## config.mk

```make
export PLATFORM = sky130hd
export DESIGN_NAME = strap_freq_sel
export DESIGN_NICKNAME = d
export VERILOG_FILES = /design/src/rtl/strap_pkg.sv /design/src/rtl/strap_capture.sv /design/src/rtl/freq_src_sel.sv /design/src/rtl/rst_pulse_gen.sv /design/src/rtl/strap_freq_sel.sv
export SDC_FILE = /design/constraint.sdc
export NUM_CORES = 1
export LEC_CHECK = 0
export ABC_AREA = 1
export BUFFER_PORTS_ARGS = -buffer_cell sky130_fd_sc_hd__buf_2
export CAP_MARGIN = 20
export CORE_AREA = 2 2 77 65
export CTS_BUF_LIST = sky130_fd_sc_hd__clkbuf_8 sky130_fd_sc_hd__clkbuf_16
export DETAILED_ROUTE_END_ITERATION = 10
export DIE_AREA = 0 0 79 67
export PLACE_DENSITY = 0.95
export SETUP_SLACK_MARGIN = 0.05
export SLEW_MARGIN = 10
export SYNTH_ARGS = -nofsm -noshare
export SYNTH_HDL_FRONTEND = slang
export SYNTH_HIERARCHICAL = 1
export SYNTH_SLANG_ARGS = --single-unit
```

## constraint.sdc

```tcl
create_clock -name clk_ref -period 3.4 [get_ports clk_ref]
set_input_delay 0.68 -clock clk_ref [delete_from_list [all_inputs] [get_ports clk_ref]]
set_output_delay 0.68 -clock clk_ref [all_outputs]
set_load 0.005 [all_outputs]
```

## src/rtl/strap_pkg.sv

```systemverilog
package strap_pkg;
  localparam int IDX_W = 6;
  localparam int FS_W  = 5;
  localparam logic [FS_W-1:0] FS_PULL = 5'b01010;

  typedef logic [IDX_W-1:0] idx_t;

  function automatic idx_t hw_index(input logic [FS_W-1:0] fs);
    return {{(IDX_W-FS_W){1'b0}}, fs};
  endfunction

  function automatic idx_t pick_index(input logic sel, input idx_t sw,
                                      input logic [FS_W-1:0] fs);
    return sel ? sw : hw_index(fs);
  endfunction
endpackage

```

## src/rtl/strap_capture.sv

```systemverilog
module strap_capture #(
  parameter int CAPTURE_DLY = 16
) (
  input  logic                      clk_ref,
  input  logic                      por_n,
  input  logic [strap_pkg::FS_W-1:0] fs_pad,
  input  logic                      rate_pad,
  input  logic                      mode_pad,
  output logic [strap_pkg::FS_W-1:0] fs_q,
  output logic                      rate_q,
  output logic                      mode_q,
  output logic                      done
);
  localparam int CW = $clog2(CAPTURE_DLY + 1);

  logic [CW-1:0] cnt;
  logic          cap_now;

  assign cap_now = !done && (cnt == CW'(CAPTURE_DLY - 1));

  always_ff @(posedge clk_ref or negedge por_n) begin
    if (!por_n) begin
      cnt    <= '0;
      done   <= 1'b0;
      fs_q   <= strap_pkg::FS_PULL;
      rate_q <= 1'b1;
      mode_q <= 1'b1;
    end else if (cap_now) begin
      done   <= 1'b1;
      fs_q   <= fs_pad;
      rate_q <= rate_pad;
      mode_q <= mode_pad;
    end else if (!done) begin
      cnt <= cnt + 1'b1;
    end
  end

  p_capture_edge_r2: assert property (@(posedge clk_ref) disable iff (!por_n)
    $rose(done) |-> $past(cnt) == CW'(CAPTURE_DLY - 1));
  p_latched_hold_r3: assert property (@(posedge clk_ref) disable iff (!por_n)
    (done && $past(done)) |-> ($stable(fs_q) && $stable(rate_q) && $stable(mode_q)));
  p_done_sticky_r2: assert property (@(posedge clk_ref) disable iff (!por_n)
    $past(done) |-> done);
endmodule

```

## src/rtl/freq_src_sel.sv

```systemverilog
module freq_src_sel (
  input  logic                       clk_ref,
  input  logic                       por_n,
  input  logic                       sw_sel,
  input  strap_pkg::idx_t            sw_code,
  input  logic [strap_pkg::FS_W-1:0] fs_q,
  output strap_pkg::idx_t            freq_idx,
  output logic                       idx_upd
);
  strap_pkg::idx_t idx_next;
  logic            idx_change;

  assign idx_next   = strap_pkg::pick_index(sw_sel, sw_code, fs_q);
  assign idx_change = (idx_next != freq_idx);

  always_ff @(posedge clk_ref or negedge por_n) begin
    if (!por_n) begin
      freq_idx <= strap_pkg::hw_index(strap_pkg::FS_PULL);
      idx_upd  <= 1'b0;
    end else begin
      freq_idx <= idx_next;
      idx_upd  <= idx_change;
    end
  end

  p_strobe_marks_change_r6: assert property (@(posedge clk_ref) disable iff (!por_n)
    idx_upd |-> freq_idx != $past(freq_idx));
  p_quiet_when_no_strobe_r6: assert property (@(posedge clk_ref) disable iff (!por_n)
    !idx_upd |-> $stable(freq_idx));
  p_sw_follow_r5: assert property (@(posedge clk_ref) disable iff (!por_n)
    $past(sw_sel) |-> freq_idx == $past(sw_code));
endmodule

```

## src/rtl/rst_pulse_gen.sv

```systemverilog
module rst_pulse_gen #(
  parameter int PULSE_CYCLES = 57272
) (
  input  logic clk_ref,
  input  logic por_n,
  input  logic arm,
  input  logic expire,
  output logic pull_low
);
  localparam int PW = $clog2(PULSE_CYCLES + 1);

  logic [PW-1:0] cnt;
  logic          busy;
  logic          start;

  assign busy     = (cnt != '0);
  assign start    = arm && expire && !busy;
  assign pull_low = busy;

  always_ff @(posedge clk_ref or negedge por_n) begin
    if (!por_n)     cnt <= '0;
    else if (start) cnt <= PW'(PULSE_CYCLES);
    else if (busy)  cnt <= cnt - 1'b1;
  end

  // pulse-length checker, counts busy cycles
  logic [PW:0] seen;
  always_ff @(posedge clk_ref or negedge por_n) begin
    if (!por_n)    seen <= '0;
    else if (busy) seen <= seen + 1'b1;
    else           seen <= '0;
  end

  p_pulse_len_r10: assert property (@(posedge clk_ref) disable iff (!por_n)
    $fell(busy) |-> seen == (PW+1)'(PULSE_CYCLES));
  p_no_extend_r11: assert property (@(posedge clk_ref) disable iff (!por_n)
    (busy && $past(busy)) |-> cnt < $past(cnt));
  p_idle_unarmed_r9: assert property (@(posedge clk_ref) disable iff (!por_n)
    !arm |-> !busy);
endmodule

```

## src/rtl/strap_freq_sel.sv

```systemverilog
module strap_freq_sel #(
  parameter int CAPTURE_DLY  = 16,
  parameter int PULSE_CYCLES = 57272,
  parameter int N_OUT        = 26
) (
  input  logic             clk_ref,
  input  logic             por_n,
  input  logic [4:0]       fs_strap,
  input  logic             rate_strap,
  input  logic             mode_strap,
  input  logic             pd_pin,
  input  logic             wdt_expire,
  input  logic             sw_sel,
  input  logic [5:0]       sw_code,
  input  logic             tri_all,
  input  logic [N_OUT-1:0] clk_en,
  output logic [5:0]       freq_idx,
  output logic             idx_upd,
  output logic             straps_done,
  output logic             strap_pad_oe,
  output logic [N_OUT-1:0] out_oe,
  output logic             use_24m,
  output logic             pwr_down,
  output logic             rst_pull_low
);
  logic [4:0] fs_q;
  logic       mode_q;
  logic       pd_role;
  logic       wdt_arm;

  strap_capture #(.CAPTURE_DLY(CAPTURE_DLY)) u_cap (
    .clk_ref (clk_ref), .por_n (por_n),
    .fs_pad  (fs_strap), .rate_pad (rate_strap), .mode_pad (mode_strap),
    .fs_q    (fs_q), .rate_q (use_24m), .mode_q (mode_q), .done (straps_done)
  );

  freq_src_sel u_sel (
    .clk_ref (clk_ref), .por_n (por_n), .sw_sel (sw_sel), .sw_code (sw_code),
    .fs_q    (fs_q), .freq_idx (freq_idx), .idx_upd (idx_upd)
  );

  assign pd_role = straps_done && mode_q;
  assign wdt_arm = straps_done && !mode_q;

  rst_pulse_gen #(.PULSE_CYCLES(PULSE_CYCLES)) u_rst (
    .clk_ref (clk_ref), .por_n (por_n), .arm (wdt_arm),
    .expire  (wdt_expire), .pull_low (rst_pull_low)
  );

  assign strap_pad_oe = straps_done;
  assign pwr_down     = pd_role && !pd_pin;

  for (genvar g = 0; g < N_OUT; g++) begin : g_oe
    assign out_oe[g] = straps_done && !tri_all && clk_en[g];
  end

  p_hiz_r7: assert property (@(posedge clk_ref) disable iff (!por_n)
    (tri_all || !straps_done) |-> out_oe == '0);
  p_pads_input_r1: assert property (@(posedge clk_ref) disable iff (!por_n)
    !strap_pad_oe |-> (out_oe == '0 && !rst_pull_low && !pwr_down));
  p_roles_exclusive_r9: assert property (@(posedge clk_ref) disable iff (!por_n)
    !(pwr_down && rst_pull_low));
endmodule

```

==> impl_results.md <==
* PortBufs at 82
* Max stage delay on crit path at between 300 and 400 ps
* Post-synth ARST share at 100.0%
* Synth cell count leaders: nand2_1, inv_1, nor2_1, nand3_1, dfrtp_1
* Chip height at 67 um
* Final Skew at 6.172 ps
* Vias at 2349
* Cts hold-fix bufs at 0
* Syn Inst Count at 340
* Drt initial violations at 163
* Drt wl/cell at approximately 12 um
* Fillers at 363
* Share of cells above drive strength 1 at 29.88%
* CTS tree: built
* Maximum clock rate at 435.1 MHz
* Crit path launch: u_rst/cnt[0]
* Vias in the first global route at 2166
* Reg clk slew, reported paths at 80 ps
* Synthesized cell area at 2360 um^2
* Largest net degree at the start of global routing at 37
* Final cell count without fillers at 485
* Yosys warns at 6
* Number of synthesized register bits at 36
* Max-slew violations at 0
* Post-synth top area share at 31.81%
* Critical Path RT at 2720 ps
* CTS Sinks at 36
* Hold Crit Class: in -> async
* Status: finished, final reports clean
* Initial antenna violation count at 0
* Inserted Diodes at 0
* Routed WL at about 5.6 mm
* Die footprint at 5293 um^2
* Primary FF master, synth: dfrtp_1
* CTS buffer count at 5
* Initial core utilization at 52.92%
* Arrival @ worst endpoint at about 1600 ps
* Crit-path max FO at 9
* # Max-Cap Violations at 0
* Root buffer cell: clkbuf_8
* DP Cell Count at 477
* Via-to-Cell Ratio at approximately 4.8
* Fin. Hold Viols at 0
* Reg-to-reg endpoint: u_cap/cnt[4]
* Min cycle time layout at 2299 ps
* Final setup violation count at 0
* Drt pass-1 iters at 4
* Kind of critical path: reg -> out
* Core footprint at 4459 um^2
* PostCTS Resize Cnt at 0
* Worst R2R Setup Slack at 1580 ps
* Place WS at 1413 ps
* # rows at 22
* Avg Cell Area, Syn at 6.940 um^2
* CP Cell Sequence: inv_1 > ha_1 > nand2_1 > nor2_2 > nand2_4 > buf_2
* Critical-path top delay cell: dfrtp_1
* PnR worst setup slack at 1101 ps
* Most common cell in the netlist: nand2_1
* Max VDD drop at 0.2059 mV
* Setup_tns at 0 ps
* Die width at 79 um
* H-tree levels at 2
* Max_slew headroom at 47.93%
* Critical R2R Launch: u_cap/cnt[0]
* Syn_nets at 389
* R2R depth at 8
* Total track usage at 22.52%
* IO Count at 83
* Final worst-path cycle share at approximately 68%
* Startpoint Class: flip-flop
* Clk Latency, worst-skew pair at 290 ps
* Top post-synthesis cells by area: dfrtp_1, nand2_1, inv_1, nand3_1, nor2_1
* Yosys top cell by area: dfrtp_1
* Worst-margin pin slew at 781.1 ps
* Synth-to-layout area growth at 23.22%
* Setup repair bufs after CTS at 0
* Drt drc at 0
* Number of synthesized flops with an enable pin at 0
* Post-DRT Antenna Nets at 0
* First-pass GRT wire length at 9.356 mm
* RePlAce Congestion at 0.9031
* Post-DP HPWL at around 4.4 mm
* Final net count at ~470
* Type of destination of the critical path: output port
* Seq/Total Area, Yosys at 38.49%
* Global route overflow at 0
* Clock Path Buffers at 2
* Distinct cell type count after synthesis at 28
* Leak Pwr at 1.768 nW
* RSZ-0062 raised after global routing: false
* Pwr dens at ~320 nW/um^2
registers in the layout, summed over array words and instances (netlist names):
register        flops
u_rst/cnt          16
u_sel/freq_idx      6
u_cap/cnt           5
u_cap/fs_q          5
u_cap/done          1
u_cap/mode_q        1
u_cap/rate_q        1
u_sel/idx_upd       1
critical path: cells and delay by family, from the launching register on:
kind                       cells  cell delay, ps
DFF                            1             360
buffers and inverters          2             340
and+or+nand+nor                3             370
adders and majority gates      1             250
how the worst max path moves through the flow:
stage               cells after the start           end  slack [ps]
detailed placement                      5     out_oe[9]        1410
global placement                        5     out_oe[9]        1450
CTS                                     6  rst_pull_low        1100
floorplan                               4    out_oe[12]        1640
finish                                  6  rst_pull_low        1100
global route                            6  rst_pull_low         970
report_power, final:
| part | switching, mW | internal (mW) | total, mW |
|---|---|---|---|
| clock | 0.158 | 0.217 | 0.375 |
| combinational | 0.0615 | 0.0505 | 0.112 |
| sequential | 0.00707 | 0.441 | 0.448 |
| total | 0.226 | 0.709 | 0.935 |
layer usage:
metal  vias up  wire (um)  track usage, %
li1       1176          -               -
met1      1060       2368           26.33
met2       102       2799           41.31
met3        11        424           5.014
met4         0         51           6.897
met5         -          0               0
cells in the final DEF (no fill, tap or decap), types with 2 or more instances in the layout:
master,n
nand4_1,3
nor2_4,5
xnor2_1,2
nand2_4,6
xor2_1,2
dfstp_2,6
ha_1,4
nor2_1,45
clkinv_1,2
nand3b_1,2
o21ai_1,3
nand2_1,95
nand2_2,6
dfrtp_1,30
nor2_2,8
buf_2,82
nand3_1,34
inv_1,70
clkbuf_8,5
nand3_2,2
a21oi_1,3
logic make-up (layout without fill, tap and decap cells):
kind of cell | after synthesis | in the layout | synth area share, %
xor gates and xnor gates | 4 | 4 | 1.485
and+or+nand+nor | 208 | 208 | 41.78
AOI/OAI and AO/OA | 9 | 9 | 2.174
buffers and inverters | 79 | 164 | 13.94
DFF | 36 | 36 | 38.49
adders and majority gates | 4 | 4 | 2.121
cell type report:
| class | instances | area (um^2) | share of cell area [%] |
|---|---|---|---|
| Multi-Input combinational cell | 225 | 1122 | 38.60 |
| Clock buffer | 5 | 68.82 | 2.367 |
| Timing Repair Buffer | 82 | 410.4 | 14.11 |
| Sequential cell | 36 | 908.4 | 31.24 |
| Clock inverter | 3 | 42.54 | 1.463 |
| Inverter | 74 | 280.3 | 9.639 |
| Tap cell | 60 | 75.07 | 2.582 |
per-stage QoR:
| stage | area [um^2] | hold WS [ps] | power [mW] | utilization [%] |
|---|---|---|---|---|
| 2_1_floorplan | 2360 | 384.4 | 0.5072 | - |
| 3_3_place_gp | 2796 | 455.3 | 0.5630 | 62.71 |
| 3_5_place_dp | 2796 | 460.3 | 0.5687 | 62.71 |
| 4_1_cts | 2908 | 472.4 | 0.9395 | 65.21 |
| 5_1_grt | 2908 | 481.9 | 0.9770 | 65.21 |
| 6_report | 2908 | 468.0 | 0.9349 | 65.21 |
Power figures use the tool's default switching activity.
